**config.mk**
```make
export PLATFORM = sky130hd
export DESIGN_NAME = prv_irq_select
export DESIGN_NICKNAME = d
export VERILOG_FILES = /design/src/rtl/prv_irq_pkg.sv /design/src/rtl/prv_irq_gate.sv /design/src/rtl/prv_irq_pick.sv /design/src/rtl/prv_irq_select.sv
export SDC_FILE = /design/constraint.sdc
export NUM_CORES = 1
export LEC_CHECK = 0
export ABC_AREA = 1
export BUFFER_PORTS_ARGS = -buffer_cell sky130_fd_sc_hd__buf_4
export CORE_UTILIZATION = 25
export CTS_CLUSTER_DIAMETER = 150
export CTS_CLUSTER_SIZE = 8
export DETAILED_ROUTE_END_ITERATION = 6
export HOLD_SLACK_MARGIN = 0.12
export PLACE_DENSITY = 0.54
export SKIP_CTS_REPAIR_TIMING = 1
export SLEW_MARGIN = 20
export SYNTH_ARGS = -nofsm -noshare
export SYNTH_HDL_FRONTEND = slang
export SYNTH_HIERARCHICAL = 1
export SYNTH_SLANG_ARGS = --single-unit
export TNS_END_PERCENT = 30
```
**constraint.sdc**
```tcl
create_clock -name clk_i -period 1.6 [get_ports clk_i]
set_input_delay 0.16 -clock clk_i [delete_from_list [all_inputs] [get_ports clk_i]]
set_output_delay 0.16 -clock clk_i [all_outputs]
set_load 0.02 [all_outputs]
```
**src/rtl/prv_irq_pkg.sv**
```systemverilog
package prv_irq_pkg;
  typedef enum logic [1:0] {
    LVL_USER  = 2'd0,
    LVL_SUPER = 2'd1,
    LVL_RSVD  = 2'd2,
    LVL_MACH  = 2'd3
  } lvl_e;
endpackage

```
**src/rtl/prv_irq_gate.sv**
```systemverilog
module prv_irq_gate #(
  parameter int XLEN = 64
) (
  input  logic [XLEN-1:0] cand_i,
  input  logic [XLEN-1:0] deleg_i,
  input  logic [1:0]      priv_i,
  input  logic            mie_i,
  input  logic            sie_i,
  output logic [XLEN-1:0] allow_o
);
  import prv_irq_pkg::*;

  logic m_open, s_open;

  always_comb begin
    m_open = 1'b0;
    s_open = 1'b0;
    unique case (lvl_e'(priv_i))
      LVL_USER:  begin m_open = 1'b1; s_open = 1'b1;  end
      LVL_SUPER: begin m_open = 1'b1; s_open = sie_i; end
      LVL_MACH:  begin m_open = mie_i; s_open = 1'b0; end
      default:   begin m_open = 1'b0; s_open = 1'b0;  end
    endcase
  end

  assign allow_o = (cand_i & ~deleg_i & {XLEN{m_open}})
                 | (cand_i &  deleg_i & {XLEN{s_open}});
endmodule

```
**src/rtl/prv_irq_pick.sv**
```systemverilog
module prv_irq_pick #(
  parameter int XLEN = 64,
  localparam int IW  = $clog2(XLEN)
) (
  input  logic [XLEN-1:0] vec_i,
  output logic            any_o,
  output logic [IW-1:0]   idx_o
);
  // highest-to-lowest scan so the lowest set bit is kept last
  always_comb begin
    idx_o = '0;
    for (int i = XLEN - 1; i >= 0; i--) begin
      if (vec_i[i]) idx_o = i[IW-1:0];
    end
  end

  assign any_o = |vec_i;
endmodule

```
**src/rtl/prv_irq_select.sv**
```systemverilog
module prv_irq_select #(
  parameter int XLEN    = 64,
  parameter bit REG_OUT = 1'b1,
  localparam int IW     = $clog2(XLEN)
) (
  input  logic            clk_i,
  input  logic            rst_ni,
  input  logic [XLEN-1:0] pend_i,
  input  logic [XLEN-1:0] en_i,
  input  logic [XLEN-1:0] deleg_i,
  input  logic [1:0]      priv_i,
  input  logic            mie_i,
  input  logic            sie_i,
  output logic            take_o,
  output logic [XLEN-1:0] cause_o
);
  logic [XLEN-1:0] allow;
  logic            any;
  logic [IW-1:0]   idx;
  logic            take_d;
  logic [XLEN-1:0] cause_d;

  prv_irq_gate #(.XLEN(XLEN)) u_gate (
    .cand_i  (pend_i & en_i),
    .deleg_i (deleg_i),
    .priv_i  (priv_i),
    .mie_i   (mie_i),
    .sie_i   (sie_i),
    .allow_o (allow)
  );

  prv_irq_pick #(.XLEN(XLEN)) u_pick (
    .vec_i (allow),
    .any_o (any),
    .idx_o (idx)
  );

  always_comb begin
    cause_d = '0;
    if (any) begin
      cause_d[XLEN-1] = 1'b1;
      cause_d[IW-1:0] = idx;
    end
  end
  assign take_d = any;

  generate
    if (REG_OUT) begin : g_reg
      logic            take_q;
      logic [XLEN-1:0] cause_q;
      always_ff @(posedge clk_i or negedge rst_ni) begin
        if (!rst_ni) begin
          take_q  <= 1'b0;
          cause_q <= '0;
        end else begin
          take_q  <= take_d;
          cause_q <= cause_d;
        end
      end
      assign take_o  = take_q;
      assign cause_o = cause_q;
    end else begin : g_comb
      assign take_o  = take_d;
      assign cause_o = cause_d;
    end
  endgenerate
endmodule

```
==> results of run 1 <==
cells in the final DEF (no fill, tap or decap), drive strengths merged:
master         n
clkbuf         4
a211oi         1
conb          57
o31ai          1
a311oi         1
bufinv         7
nand3         70
inv          263
nor2         108
a21oi          5
o21ai          2
nor4           2
buf          290
dlygate4sd3    1
nand2        366
a31oi          1
nor3           2
o21bai         1
dfrtp          7
layer usage:
layer  track usage (%)  up-vias  share of wire [%]
met5                 0        -                  0
met4             1.847        0               0.55
met3             1.230        5                6.0
met2             25.50      151                 47
met1             16.12     2109                 46
li1                  -     2987                  -
final cells by class:
type                       count  area share, %
timing repair inverter         1        0.09699
multi-input combinational    617          40.16
timing repair buffer         291          34.32
clock buffer                   4          1.222
inverter                     269          17.30
sequential                     7          2.716
tap                          216          4.190
kinds of logic after synthesis:
family / synth area share, %
buf+inv: 41.10
flops: 4.275
compound gates: 1.863
simple gates: 52.67
other cells: 0.09152
final timing paths:
| kind | end | start | depth (start not counted) |
|---|---|---|---|
| worst max-delay path | cause_o[0] | mie_i | 70 |
| max in group asynchronous | cause_o[4] | rst_ni | 2 |
| worst min-delay path | cause_o[1] | rst_ni | 2 |
| min in group clk_i | cause_o[1] | deleg_i[2] | 8 |
per-stage QoR:
step / total power (W) / area [sq um]
5_1_grt: 0.002667 / 6450
3_3_place_gp: 0.001902 / 6200
6_report: 0.002386 / 6450
3_5_place_dp: 0.001913 / 6200
4_1_cts: 0.002352 / 6279
2_1_floorplan: 0.001237 / 4355
power by group:
group / leakage (nW) / total (W) / switching [W] / internal, W
Sequential: 0.0851 / 0.000210 / 0.00000695 / 0.000203
Clock: 0.0382 / 0.000428 / 0.0000960 / 0.000332
Combinational: 4.50 / 0.00175 / 0.000886 / 0.000863
==> impl_summary.md, run 1 <==
Run status
The flow ran to the end, but the final reports show violations. The final reports fail on negative setup slack.

Critical path
The cell with the most instances on the worst path is sky130_fd_sc_hd__nand2_1. The capturing element type of the critical path is a register. The required time of the worst setup path is 1.77 ns. The slowest cell on the critical path is sky130_fd_sc_hd__buf_4. Of all nets on the critical path, the largest fanout is 5.

Broken down by cell family, the worst path's largest delay share belongs to simple AND/OR/NAND/NOR gates. Data on the critical path arrives at its endpoint at 3.74 ns. The element type at the critical path start is an input port. The critical path in this run is classified as input port to register. The critical path contains buffers and inverters numbering 3 combined.

The longest individual stage delay on the worst path is 0.13 ns.

Finish
Fill cells in the final layout number 1780. In the final layout, the share of cells above drive strength 1 is 28.43%. The flip-flop count of the largest register after layout is 7. The area used by sequential logic in the layout is 175.2 sq um. Cells fill 40.46% of the core in the end. In the final layout, the multi-input gates occupy 2590 sq um. The number of nets in the layout is 1388. The number of antenna repair diodes is 0. The count of non-filler cells in the finished layout is 1405. The synthesis-to-layout area growth is 57.40%.

Timing
Summed over all failing endpoints, the final setup total negative slack is -5.292 ns. Setup repair after global routing could not meet its margin everywhere. The smallest setup slack after layout is -1.967 ns. The final setup violation count is 7. The final max-slew violation count is 0. Based on the critical path, the design can be clocked at up to 0.2804 GHz. The worst hold slack is 0.2946 ns. The final hold violation count came to 0. For the finished layout, the period the worst path requires is 3.567 ns. The final cycle utilization of the critical path is 222.9%.

Synth
The number of warnings reported in the yosys synthesis log is 6. The number of distinct library cells after synthesis is 23. sky130_fd_sc_hd__nand2_1 takes more of the synthesized area than any other cell. The number of enable-type register cells in the synthesized netlist is 0. The portion of the post-synthesis area used by sequential elements is 4.275%. The most frequent cell after synthesis is sky130_fd_sc_hd__nand2_1. The synthesized netlist occupies a cell area of 4098 sq um. After technology mapping, the gate count stands at 912. The number of flip-flops and latches in the synthesized netlist is 7.

In the synthesized netlist, the cells that appear most often are sky130_fd_sc_hd__nand2_1 (363), sky130_fd_sc_hd__inv_1 (258), sky130_fd_sc_hd__nor2_1 (108), sky130_fd_sc_hd__nand3_1 (70), sky130_fd_sc_hd__buf_4 (64). The average size of a mapped cell is 4.493 sq um. After synthesis, the cell types taking the most area are sky130_fd_sc_hd__nand2_1 (33%), sky130_fd_sc_hd__inv_1 (24%), sky130_fd_sc_hd__buf_4 (12%), sky130_fd_sc_hd__nor2_1 (9.9%), sky130_fd_sc_hd__nand3_1 (8.5%). The proportion of netlist area held by the largest area contributor is 33.25%.

After synthesis, the share of flip-flops with an asynchronous set or reset is 100.0%. In the synthesized netlist the dominant register cell turns out to be sky130_fd_sc_hd__dfrtp_1.

Detailed routing
The remaining routing DRC violations is 0. The final layout contains routed wiring with a total length of 11520 microns. The first detailed-routing pass took 6 iterations.

Dividing the detail-routed wire length by the instance count gives 8.199 microns. In this run, the number of DRC markers left after iteration 0 of detailed routing was 135. The via density per instance is 3.738. The routed layout has 5252 vias.

The number of nets with antenna violations after routing is 0.

Clock network
Clock-pin slew was measured on the worst setup and hold paths at 0.04 ns. The maximum buffer depth of the clock tree is 2. TritonCTS created 3 clock buffers. The number of clock sinks is 7. In this run the clock root is driven by a sky130_fd_sc_hd__clkbuf_16. The CTS tree is built. In this run the number of H-tree levels came out at 1.

GRT
The number of antenna violations at the first check in global routing is 0. The first global-routing pass estimated 18890 microns of wire. The pin count of the biggest net entering global routing is 44.

The global-route usage over all layers is 13.27%. For this run the aggregate overflow at the end of global routing stands at 0. The number of global-route vias before repair was 4596.

Floorplan
The core area is 15940 sq um. The die footprint is 16910 sq um. The horizontal extent of the die is 130.0 microns. Measured along the y axis, the die boundary spans 130.0 microns. The starting density of the core is 25.70%. 263 I/O pins were placed. The floorplan has 46 rows.

Pwr
The worst IR drop on VDD is 0.2626 mV. The power density over the cells is 370.0 nW/um^2. The static leakage power is 4.624 nW.

Hold path
The path class of the tightest hold or removal check is input port to asynchronous set/reset pin.

Run
Max-cap violations in this run came to 0.

Place
The number of placed instances, taps included, is 1396. The HPWL after detailed placement is 9957 microns. Input and output buffers added on the ports amount to 205. The routability-driven placement congestion ratio is 0.7569.

The minimum setup slack after placement is -2.273 ns.
Note: power is estimated with default switching activity, not from simulation.
==> run 2, diff against run 1 <==
PLACE_DENSITY = 0.55   (was 0.54)
==> run 2 against run 1 <==
The run still ends with negative setup slack left. Largest cell class unchanged. Worst setup slack worse by 0.082 ns. Sequential cell count stayed put. First-iteration DRC count is 0.74% lower. Clock-buffer cell count stayed put. Sequential power hardly changed. Global-route usage hardly changed. Worst hold slack better by 0.0066 ns. Combinational power hardly changed. Clock power is 3% lower. Sequential share of layout area hardly changed. Critical path type unchanged.
==> impl_summary.md, run 2 (synthesis results as in run 1) <==
Run status
The run finished, with violations left. The checks that failed: negative setup slack.

Timing
The smallest setup slack after layout is -2.049 ns. The final period demand of the worst path is 3.649 ns. The worst path uses 228.0% of the clock period. Summed over all failing endpoints, the final setup total negative slack is -5.095 ns. The worst hold slack is 0.3012 ns. The final setup violation count is 7.

The final hold violation count was 0. The final max-slew violation count is 0. Derived from the worst setup path, the maximum achievable clock frequency is 0.2741 GHz. Setup repair after global routing could not meet its margin everywhere.

Detailed routing
Dividing the detail-routed via count by the number of cells gives 3.727. For this run, the detailed router's first-pass iteration total came to 4. The number of nets with antenna violations after routing is 0. The routed wirelength normalized by instance count is 8.213 microns.

The detailed router placed 5221 vias in this run. The detailed router finished its first iteration with 134 violations. Summed over all layers, the routed wires come to 11510 microns. The remaining routing DRC violations is 0.

Place
The HPWL after detailed placement is 9951 microns. The number of port buffers is 205. The routability-driven placement congestion ratio is 0.7407.

Clock network
The number of clock sinks is 7. The number of clock buffers added by TritonCTS is 3. After clock tree synthesis, the clock-pin slew on the worst setup and hold paths is 0.03 ns. The CTS tree is built. In this run the clock root is driven by a sky130_fd_sc_hd__clkbuf_16. In this run the number of H-tree levels came out at 1.

The maximum buffer depth of the clock tree is 2.

Critical path
The number of buffers and inverters on the critical path is 5. The element type at the critical path start is an input port. The cell family with the largest share of critical-path delay is simple AND/OR/NAND/NOR gates. At the worst endpoint, the arrival time is 3.82 ns. For this design, the slowest cell found on the critical path is sky130_fd_sc_hd__bufinv_8.

On the worst path, the slowest cell contributes a delay of 0.17 ns. The capturing element type of the critical path is a register. The biggest fanout along the worst timing path is 6.

The required time of the worst setup path is 1.77 ns. Among the stages of the critical path, the cell type that occurs most often is sky130_fd_sc_hd__nand2_1. The classification of the worst setup path is input port to register.

Floorplan
The row count is 46. Once the floorplan was initialized, standard cells occupied 25.70% of the core. From left edge to right edge, the die measures 130.0 microns. The count of pins on the block boundary is 263. The die height is 130.0 microns. The floorplan step defined a die boundary enclosing 16910 sq um. The core area is 15940 sq um.

Pwr
For this design the total switching power over the nets is 0.0009980 W. The clock network burns 17.3% of the power. The relative contribution of combinational cells to total power is 73.8%. For this design the ratio of total power to cell area is 371.7 nW/um^2. The internal power of the cells totals 0.001407 W.

Power comes to 0.002405 W. The fraction of power spent switching nets is 41.50%. Sequential cells burn 8.9% of the power. Summed over all cells, the static leakage comes to 4.620 nW.

Across the VDD grid, the largest voltage drop is 0.2417 mV.

GRT
The number of global-route vias before repair is 4562. The global-route usage over all layers is 13.30%. The first global-routing pass estimated 18640 microns of wire. The remaining global-route overflow is 0. The pin count of the biggest net entering global routing is 44. The number of antenna violations at the first check in global routing is 0.

Finish
The number of nets in the layout is 1384. The flip-flop count of the largest register after layout is 7. From synthesis to final layout, the design area changed by 57.89%.

The share of final-layout standard cells stronger than drive strength 1 is 28.95%. The top cell types in the final layout, fill and taps aside, are sky130_fd_sc_hd__nand2_1 (351), sky130_fd_sc_hd__buf_4 (284), sky130_fd_sc_hd__inv_1 (254). Across the whole layout, storage elements account for 175.2 sq um. Summing all multi-input logic gate instances after layout gives 2648 sq um.

The most common library cell in the layout ignoring fill and taps is sky130_fd_sc_hd__nand2_1. The number of antenna diodes in the final layout is 0. The layout has 1811 filler cells.

Run
The max-capacitance violation count is 0.

Hold path
The path type of the worst min-delay path is input port to asynchronous set/reset pin.
==> run 2: final cells by class <==
type                            instances  area share, %
Tap cell                              216          4.177
Sequential cell                         7          2.707
Clock buffer                            4          1.218
Inverter                              269          17.17
Timing Repair Buffer                  289          33.80
Multi-Input combinational cell        616          40.92
==> run 2: worst paths after layout <==
check | start | to | slack (ns) | cells past startpoint
setup / recovery | mie_i | cause_o[0] | -2.05 | 66
hold / removal | rst_ni | cause_o[4] | 0.30 | 2
max in group asynchronous | rst_ni | cause_o[0] | 1.18 | 2
min in group clk_i | deleg_i[2] | cause_o[1] | 0.44 | 8
==> run 2: per-stage QoR <==
step           cells  cell area [sq um]  worst slack, ns  utilization (%)
6_report        1401               6470           -2.049            40.58
5_1_grt         1401               6470           -2.765            40.58
4_1_cts         1397               6256           -2.099            39.24
3_5_place_dp    1393               6177           -2.325            38.75
3_3_place_gp    1393               6177           -2.289            38.75
2_1_floorplan    968               4355           -1.797                -
==> run 2: power by group through the flow <==
stage,Combinational (W),Sequential [W],Clock (W)
6_report,0.00177,0.000213,0.000417
5_1_grt,0.00202,0.000215,0.000443
4_1_cts,0.00170,0.000213,0.000426
2_1_floorplan,0.000992,0.000246,0
3_3_place_gp,0.00169,0.000214,0
3_5_place_dp,0.00170,0.000215,0
==> run 2: layer usage <==
| metal | vias to the layer above | global-route usage, % | wire length [microns] |
|---|---|---|---|
| met2 | 155 | 25.38 | 5582 |
| met3 | 5 | 0.5740 | 593 |
| met4 | 0 | 2.257 | 77 |
| li1 | 2979 | - | - |
| met1 | 2082 | 16.54 | 5253 |
| met5 | - | 0 | 0 |
==> run 3, diff against run 2 <==
GPL_TIMING_DRIVEN = 0   (was unset)
==> run 3 against run 2 <==
The flow still finishes with violations (negative setup slack). Critical path depth grew 5. Final cell count down 0.29%. Routed wire length is 1.2% lower. Worst hold slack improved by 0.022 ns. Sequential power is essentially flat. Final area fell by 2.1%. Combinational power decreased by 7%. Non-clock buffer count is 4 lower. Die area is the same. Clock-buffer cell count unchanged. Via count decreased by 2.7%. Sequential cell count did not move. Largest power group unchanged.
==> impl_summary.md, run 3 (synthesis results as in run 1) <==
Place
The number of port buffers is 205. The congestion estimate from routability-driven global placement came to 0.7239. The minimum setup slack after placement is -2.618 ns.

The HPWL after detailed placement is 10140 microns. The post-placement cell count is 1389.

Critical path
The cell family with the largest share of critical-path delay is simple AND/OR/NAND/NOR gates. The slowest cell on the critical path is sky130_fd_sc_hd__buf_8. The critical path capture point is cause_o[0].

The biggest fanout along the worst timing path is 10. For the worst setup path, the data arrival time is 3.93 ns. For this run, the slowest stage of the critical path takes 0.16 ns. The number of buffers and inverters on the critical path is 5. The classification of the worst setup path is input port to register. Tracing the worst setup path back leads to its startpoint at sie_i. STA puts the critical path data required time at 1.77 ns. The element type at the critical path start is an input port.

The capturing element type of the critical path is a register. Counting buffers and inverters, the worst setup path is 71 cells deep. The cell that appears most often on the critical path is sky130_fd_sc_hd__nand2_1.

Timing
The maximum operating frequency is 0.2657 GHz. Of the available clock period, the critical path in the final layout requires 235.2%. Summed over all failing endpoints, the final setup total negative slack is -4.425 ns. After layout, the worst setup slack is -2.164 ns. The final max-slew violation count was 0. Setup repair after global routing could not meet its margin everywhere. On the final layout, the worst hold slack is 0.3233 ns.

Setup violations remaining at the end of the flow were counted as 7. The routed design could run at a clock period as short as 3.764 ns. The final hold violation count is 0.

Finish
In the layout the commonest cells are sky130_fd_sc_hd__nand2_1 (360), sky130_fd_sc_hd__buf_4 (270), sky130_fd_sc_hd__inv_1 (257). The most common library cell in the layout ignoring fill and taps is sky130_fd_sc_hd__nand2_1. Measured on the finished design, the core utilization comes to 39.73%. The synthesis-to-layout area growth is 54.60%. The number of nets in the layout is 1380. The share of final-layout standard cells stronger than drive strength 1 is 26.42%. The flip-flop count of the largest register after layout is 7. For this run, the number of standard cells in the final layout without fillers is 1397. 0 antenna diodes ended up in the layout.

Clock network
Clock tree synthesis found a total of 7 sinks. The maximum buffer depth of the clock tree is 2. The CTS buffer count is 3. TritonCTS built the clock tree. The tree is rooted in a sky130_fd_sc_hd__clkbuf_16. The clock-pin slew of the registers on the worst-case setup and hold paths is 0.03 ns. In this run the number of H-tree levels came out at 1.

GRT
The global-route wire length before repair is 18030 microns. Entering global routing, the biggest net connects 11 pins. For this run the aggregate overflow at the end of global routing stands at 0. The global-route usage over all layers is 12.96%. The number of global-route vias before repair is 4343. The number of antenna violations at the first check in global routing is 0.

Detailed routing
The number of nets with antenna violations after routing is 0. In the routed design, unresolved DRC markers number 0. The detailed router finished its first iteration with 169 violations. The via density per instance is 3.636. The number of detailed-route iterations in the first pass is 5. The final route contains 5080 vias. After detailed routing, the average wire length per cell comes to 8.140 microns. The routed wire length is 11370 microns.

Floorplan
The count of pins on the block boundary is 263. The die covers 16910 sq um. The die is 130.0 microns tall. The starting density of the core is 25.70%.

The floorplan has 46 rows. The horizontal extent of the die is 130.0 microns. In this run the standard cell core region covers 15940 sq um.

Pwr
The power density over the cells is 360.4 nW/um^2. In this run the static leakage power is 4.611 nW. The worst IR drop on VDD is 0.2089 mV.

Run
The max-capacitance violation count is 0.

Hold path
The path type of the worst min-delay path is input port to asynchronous set/reset pin.

Run status
The flow ran to the end, but the final reports show violations. The final reports fail on negative setup slack.
==> run 3: cell types whose count changed in the layout (fill, tap and decap cells not counted), moves of 2 or more <==
cell and delta:
sky130_fd_sc_hd__inv_2 -3, sky130_fd_sc_hd__nand2_2 -9, sky130_fd_sc_hd__nor2_4 -6, sky130_fd_sc_hd__buf_8 +3
sky130_fd_sc_hd__inv_1 +3, sky130_fd_sc_hd__nor2_1 +10, sky130_fd_sc_hd__nand2_1 +9, sky130_fd_sc_hd__buf_6 +2
sky130_fd_sc_hd__nand3_1 +2, sky130_fd_sc_hd__buf_2 +5, sky130_fd_sc_hd__buf_4 -14, sky130_fd_sc_hd__nor2_2 -4
==> run 3: report_power, final <==
group / total [W] / internal (W) / switching [W]
Sequential: 0.000212 / 0.000203 / 0.00000881
Combinational: 0.00165 / 0.000797 / 0.000856
Clock: 0.000418 / 0.000331 / 0.0000868
Total: 0.00228 / 0.00133 / 0.000952
==> run 3: how the worst min path moves through the flow <==
stage               cells after the start  slack, ns          end  startpoint
floorplan                               0      -0.14   cause_o[0]      rst_ni
global placement                        1      -0.02   cause_o[0]      rst_ni
detailed placement                      1      -0.02  cause_o[63]      rst_ni
CTS                                     1      -0.26  cause_o[63]      rst_ni
global route                            2       0.32   cause_o[3]      rst_ni
finish                                  2       0.32  cause_o[63]      rst_ni
==> run 3: final cells by class <==
cell class,instances,area (sq um)
sequential,7,175.2
clock buffer,4,78.83
multi-input combinational,616,2520
timing repair buffer,209,1575
tap,216,270.3
fill,1807,9608
buffer,76,599.3
inverter,269,1116
==> run 3: metrics by stage <==
step                      power (W)  area (sq um)
after floorplan            0.001237          4355
after global placement     0.001839          6165
after detailed placement   0.001854          6165
after CTS                  0.002284          6243
after global routing       0.002540          6335
final                      0.002283          6335
==> run 3: metal layers <==
layer | up-vias | global-route usage, % | wire (microns)
met4 | 0 | 2.462 | 67
met5 | - | 0 | 0
met2 | 152 | 23.84 | 5411
li1 | 2968 | - | -
met1 | 1956 | 16.24 | 5042
met3 | 4 | 1.353 | 849
